===== src/rtl/alias_decoder.sv =====
module alias_decoder #(
  parameter int ADDR_W = 16,
  parameter int DATA_W = 8,
  parameter int OFF_W  = 12
) (
  input  logic [ADDR_W-1:0] addr_i,
  input  logic              rd_i,
  input  logic              wr_i,
  input  logic [DATA_W-1:0] wdata_i,
  input  logic [DATA_W-1:0] ram_rdata_i,
  input  logic [DATA_W-1:0] rom_rdata_i,
  output logic              ram_cs_o,
  output logic              rom_cs_o,
  output logic [OFF_W-1:0]  offset_o,
  output logic              ram_we_o,
  output logic [DATA_W-1:0] ram_wdata_o,
  output logic [DATA_W-1:0] rdata_o,
  output logic              out_of_map_o
);
  localparam int SEL_BIT = ADDR_W - 1;

  logic active;
  logic dev_rom;

  assign active  = rd_i | wr_i;
  assign dev_rom = addr_i[SEL_BIT];

  assign offset_o     = addr_i[OFF_W-1:0];
  assign ram_cs_o     = active & ~dev_rom;
  assign rom_cs_o     = active & dev_rom;
  assign ram_we_o     = wr_i & ~dev_rom;
  assign ram_wdata_o  = wdata_i;
  assign out_of_map_o = |addr_i[SEL_BIT-1:OFF_W];

  always_comb begin
    rdata_o = '0;
    if (rd_i) rdata_o = dev_rom ? rom_rdata_i : ram_rdata_i;
  end
endmodule



===== config.mk =====
export PLATFORM = sky130hd
export DESIGN_NAME = alias_decoder
export DESIGN_NICKNAME = d
export VERILOG_FILES = /design/src/rtl/alias_decoder.sv
export SDC_FILE = /design/constraint.sdc
export NUM_CORES = 1
export LEC_CHECK = 0
export CORE_UTILIZATION = 18
export DETAILED_ROUTE_END_ITERATION = 8
export PLACE_DENSITY = 0.84
export SLEW_MARGIN = 20
export SYNTH_ARGS = -nofsm -noshare
export SYNTH_HDL_FRONTEND = slang
export SYNTH_SLANG_ARGS = --single-unit

===== constraint.sdc =====
create_clock -name vclk -period 0.8
set_clock_uncertainty 0.15 [all_clocks]
set_input_delay 0.08 -clock vclk [all_inputs]
set_output_delay 0.08 -clock vclk [all_outputs]
set_load 0.05 [all_outputs]

== Word level (Yosys, flattened, before mapping) ==
Cells that the tools add are included.

* Mux-type cells: 2
* Bitwise gates (word level): 5
* Reduce and logical (&&, ||, !) cells: 1

{| class="wikitable"
|+ Operator list
! cell !! number
|-
| 2-to-1 mux 8 bit || 2
|-
| bitwise AND 1 bit || 3
|-
| OR reduction 3 bit || 1
|-
| NOT 1 bit || 1
|-
| OR 1 bit || 1
|}

* Register bits: 0
* Input bits: 42
* Output and inout port bits: 32
* Logic and storage cells: 8

== Depth between registers and ports, before layout ==
Gate-level depths: netlist of run 1.

* Depth after elaboration: 2
* Depth in mapped cells: 3
* Gate-level depth less buffers: 2

== Least setup slack after synthesis of run 1 ==
Ideal clock, no wire load.

* Path kind: input port to output port
* Start point: input addr_i[15]
* End point: output rdata_o[0]
* Data arrival time: 1016 ps
* Data required time: 570 ps
* Path slack: -446 ps
* Stages on the path: 3
* Buffers on the path: 1
* Cells stage by stage: buf_6 mux2i_1 nor2b_1

* Longest elaborated chain between the ends: 2

{| class="wikitable"
|+ RTL lines
! element !! line !! source
|-
| from (decl) || 6 || <nowiki>input logic [ADDR_W-1:0] addr_i,</nowiki>
|-
| 2-to-1 mux 8 bit (2 in a row) || 37 || <nowiki>if (rd_i) rdata_o = dev_rom ? rom_rdata_i : ram_rdata_i;</nowiki>
|-
| to (decl) || 17 || <nowiki>output logic [DATA_W-1:0] rdata_o,</nowiki>
|}

No other way between the ends.

== Worst setup path after layout of run 1 ==
* Start point: input addr_i[15]
* End point: output rdata_o[6]

Same word-level chain as after synthesis.

==> summary.txt, run 1 <==
Synthesis
  • Mapped Area: 319 um2
  • Synth cell count leaders: buf_4, nor2b_1, mux2i_1
  • Synthesized area per cell: 7.60 um2
  • Synthesized net count: 84
  • Syn. warnings: 0
  • Synth top area cells: buf_4, mux2i_1, nor2b_1
  • Area leader, netlist: buf_4
  • Most common cell in the synthesized netlist: buf_4
  • Share of the synthesized area in the top cell type: 0.471
  • Mapped Cells: 42
  • Sequential cell area fraction in the yosys report: 0
  • Post-synth cell types: 7

Critical path
  • Top cell family by delay on the critical path: buffers and inverters
  • CP max stage delay: 0.19 ns
  • Req. time, crit path: 0.57 ns
  • CP Cell Sequence: buf_8 -> buf_12 -> mux2i_4 -> nor2b_4 -> buf_12
  • Crit path buf inv count: 3
  • CP Capture Type: output pin
  • Slowest library cell on the worst path: mux2i_4
  • Kind of start point of the critical path: input pin
  • Max Fanout on Critical Path: 6
  • Arr. time, crit path: 0.79 ns
  • Cell mode on critical path: buf_12
  • Kind of critical path: in -> out

Min path
  • Worst Min Path Start: wdata_i[4]
  • Worst min path class: in -> out
  • Hold depth: 0
  • Worst Hold Path EP: ram_wdata_o[4]

Finish
  • Fillcell total: 141
  • Num sequential: 0
  • Final instance area: 853 um2
  • Clock buffer count: 0
  • Layout cells sized above 1: 0.729
  • NumNets Final: 103
  • Antenna diodes: 0
  • Seq. cell area: 0 um2
  • Area growth, synth to finish: 167%

Route
  • Vias per cell: 4.33
  • Initial DRC Count: 4
  • Vias: 325
  • First drt pass iteration count: 7
  • DRC viols: 3
  • Drt total wl: 848 um
  • Post-route ant nets: 0
  • WL per Instance: 11.3 um

Pwr
  • Total chip power: 0.000616 W
  • Clock power share: 0
  • Sequential group share of total power: 0
  • P per Cell Area: 722 nW/um2
  • Combinational power share: 1.000
  • Psw: 0.000277 W
  • Internal power: 0.000339 W
  • Peak supply drop: 0.000318 V
  • Switching part of the total: 0.450
  • Leakage: 0.372 nW

Timing
  • Worst-margin pin slew: 0.158 ns
  • Max_slew headroom: 0.892
  • Fmax: 983 MHz
  • Max-slew violations: 0
  • WHS: 0.0100 ns
  • Fin crit share: 1.27
  • Min setup slack post-route: -0.217 ns
  • Unrepaired setup endpoints after global routing: true
  • Setup violations, final: 11
  • Tmin final: 1.02 ns
  • Final-report hold violation count: 0
  • Setup total negative slack: -1.94 ns

Status
  • Failing checks: design-rule violations, negative setup slack
  • Status: complete, but fails checks

Die
  • Initial core utilization: 0.202
  • Die width: 44.1 um
  • Site Rows: 14
  • Die ar.: 1940 um2
  • Core area: 1580 um2
  • I/O pin count: 74
  • Die Y: 44.1 um

Global routing
  • Total GRT Usage: 0.0923
  • Initial antenna violation count: 0
  • First-pass GRT wire length: 1440 um
  • Vias in the first global route: 335
  • Gr ovfl total: 0
  • Largest net degree at the start of global routing: 7

Placed design
  • Hpwl dp: 715 um
  • Cell Area, Placed: 744 um2
  • Port Buf Inserts: 34
  • RePlAce Congestion: 0.587
  • Pre-CTS setup slack: -0.706 ns

Run
  • Maxcap violations: 0

Clock network
  • Post CTS Setup Buffer Count: 0
  • Post-CTS Hold Buffers: 0
per-layer routing:
layer  wire, um  vias to the layer above  GRT usage
met1        249                      149      0.106
li1           -                      149          -
met2        473                       23      0.165
met4         12                        0     0.0242
met3        112                        4     0.0286
met5          0                        -          0
power by group through the flow:
stage / Combinational (W) / Sequential [W] / Clock, W
floorplan: 0.000534 / 0 / 0
global placement: 0.000554 / 0 / 0
detailed placement: 0.000558 / 0 / 0
CTS: 0.000613 / 0 / 0
global route: 0.000642 / 0 / 0
finish: 0.000616 / 0 / 0
stage by stage:
step / util / instances
finish: 0.541 / 75
global route: 0.541 / 75
CTS: 0.532 / 75
detailed placement: 0.472 / 75
global placement: 0.472 / 75
floorplan: - / 42
area by class of cell:
type                            instances  area (um2)  share of cell area
Tap cell                               16        20.0              0.0235
Timing Repair Buffer                   38         487               0.570
Multi-Input combinational cell         21         347               0.406
cells by family after synthesis:
family | synth area share
buffers and inverters | 0.506
and+or+nand+nor | 0.243
muxes | 0.251
worst max path at each step:
stage | to | depth (start not counted) | slack, ns | startpoint
floorplan | rdata_o[1] | 3 | -0.11 | addr_i[15]
global placement | rdata_o[6] | 5 | -0.69 | addr_i[15]
detailed placement | rdata_o[6] | 5 | -0.71 | addr_i[15]
CTS | rdata_o[6] | 5 | -0.22 | addr_i[15]
global route | rdata_o[5] | 5 | -0.24 | addr_i[15]
finish | rdata_o[6] | 5 | -0.22 | addr_i[15]
layout by cell type (no fill, tap or decap):
| master | instances |
|---|---|
| dlygate4sd2_1 | 16 |
| buf_12 | 12 |
| nor2b_4 | 9 |
| mux2i_4 | 8 |
| buf_6 | 5 |
| nor2_4 | 2 |
| buf_4 | 2 |
| buf_8 | 2 |
| and2b_2 | 1 |
| or3_4 | 1 |
| buf_2 | 1 |
timing repair:
| action | 4_1_cts | 5_1_grt |
|---|---|---|
| gates resized for setup | 65 | 4 |
| hold endpoints to repair | 0 | 0 |
| setup endpoints to repair | 12 | 12 |
| pin swaps | 3 | 1 |
No activity file was read; power rests on OpenSTA's default activity.
==> inputs of run 2 (changes only) <==
GPL_TIMING_DRIVEN = 0   (was default)
==> summary.txt, run 2 (same netlist as run 1, synthesis figures left out) <==
Finish
  • Area growth, synth to finish: 260%
  • Most common cell after layout, fill and taps aside: buf_4
  • NumNets Final: 143
  • Most frequent cells in the layout: buf_4, clkdlybuf4s15_2, dlygate4sd2_1
  • Num sequential: 0
  • Clock buffer count: 0
  • Seq. cell area: 0 um2
  • Layout cells sized above 1: 0.838
  • Fillcell total: 125
  • Multi-input logic area: 338 um2
  • Antenna diodes: 0

Run
  • Maxcap violations: 0

Timing
  • Tmin final: 1.02 ns
  • WHS: 0.317 ns
  • Fmax: 981 MHz
  • Min setup slack post-route: -0.220 ns
  • Max_slew headroom: 0.805
  • Final-report hold violation count: 0
  • Setup violations, final: 12
  • Worst-margin pin slew: 0.294 ns
  • Unrepaired setup endpoints after global routing: true
  • Max-slew violations: 0
  • Fin crit share: 1.27
  • Setup total negative slack: -2.05 ns

Placed design
  • Hpwl dp: 1090 um
  • RePlAce Congestion: 0.670
  • Pre-CTS setup slack: -1.29 ns
  • Port Buf Inserts: 54

Critical path
  • Req. time, crit path: 0.57 ns
  • Arr. time, crit path: 0.79 ns
  • Max Fanout on Critical Path: 5
  • Kind of critical path: in -> out
  • Kind of start point of the critical path: input pin
  • CP Capture Type: output pin

Route
  • WL per Instance: 11.8 um
  • Drt total wl: 1360 um
  • Initial DRC Count: 5
  • Vias per cell: 4.15
  • Post-route ant nets: 0
  • First drt pass iteration count: 5
  • DRC viols: 4
  • Vias: 477

Global routing
  • Gr ovfl total: 0
  • Largest net degree at the start of global routing: 10
  • Total GRT Usage: 0.143
  • Initial antenna violation count: 0
  • Vias in the first global route: 467
  • First-pass GRT wire length: 2130 um

Die
  • Initial core utilization: 0.202
  • Die ar.: 1940 um2
  • Die width: 44.1 um
  • Core area: 1580 um2
  • Die Y: 44.1 um
  • I/O pin count: 74
  • Site Rows: 14

Pwr
  • Peak supply drop: 0.000464 V
  • P per Cell Area: 790 nW/um2
  • Leakage: 0.541 nW
  • Total chip power: 0.000906 W

Min path
  • Worst min path class: in -> out

Status
  • Status: complete, but fails checks
  • Failing checks: design-rule violations, negative setup slack

Clock network
  • Post-CTS Hold Buffers: 0
-- run 2: cell types whose count changed in the layout (fill, tap and decap cells not counted), moves of 2 or more --
| cell | previous run | this run |
|---|---|---|
| buf_4 | 2 | 22 |
| buf_6 | 5 | 9 |
| clkdlybuf4s15_2 | 0 | 20 |
| buf_12 | 12 | 2 |
| buf_2 | 1 | 3 |
| buf_8 | 2 | 5 |
-- run 2: worst max-delay path, stage by stage --
cell     delay [ns]
buf_12         0.11
buf_12         0.14
mux2i_4        0.18
nor2b_4        0.11
buf_6          0.16
-- run 2: repair_timing --
item                       CTS  global route
pin swaps                    3             0
gates resized for setup    211             0
setup endpoints to repair   32            12
cloned                       1             0
buffers inserted             2             0
hold endpoints to repair     0             0
-- run 2: layer usage --
layer	track usage	wire length [um]
met4	0	0
met5	0	0
met1	0.151	398
met2	0.309	829
met3	0.0163	128
-- run 2: final timing paths --
path,startpoint,depth (start not counted),endpoint,slack (ns)
setup / recovery,addr_i[15],5,rdata_o[3],-0.22
hold / removal,addr_i[12],3,out_of_map_o,0.32
-- run 2: cell type report --
cell class	instances	area share
well taps	16	0.0174
repair buffers	57	0.540
plain buffers	21	0.148
multi-input cells	21	0.294
-- run 2: power by group --
group	switching, W	internal [W]
Combinational	0.000491	0.000415
Clock	0	0
Sequential	0	0
-- run 2: stage by stage --
| stage | cells | area [um2] | utilization |
|---|---|---|---|
| finish | 115 | 1150 | 0.728 |
| global route | 115 | 1150 | 0.728 |
| CTS | 115 | 1150 | 0.728 |
| detailed placement | 112 | 977 | 0.620 |
| global placement | 112 | 977 | 0.620 |
| floorplan | 42 | 417 | - |
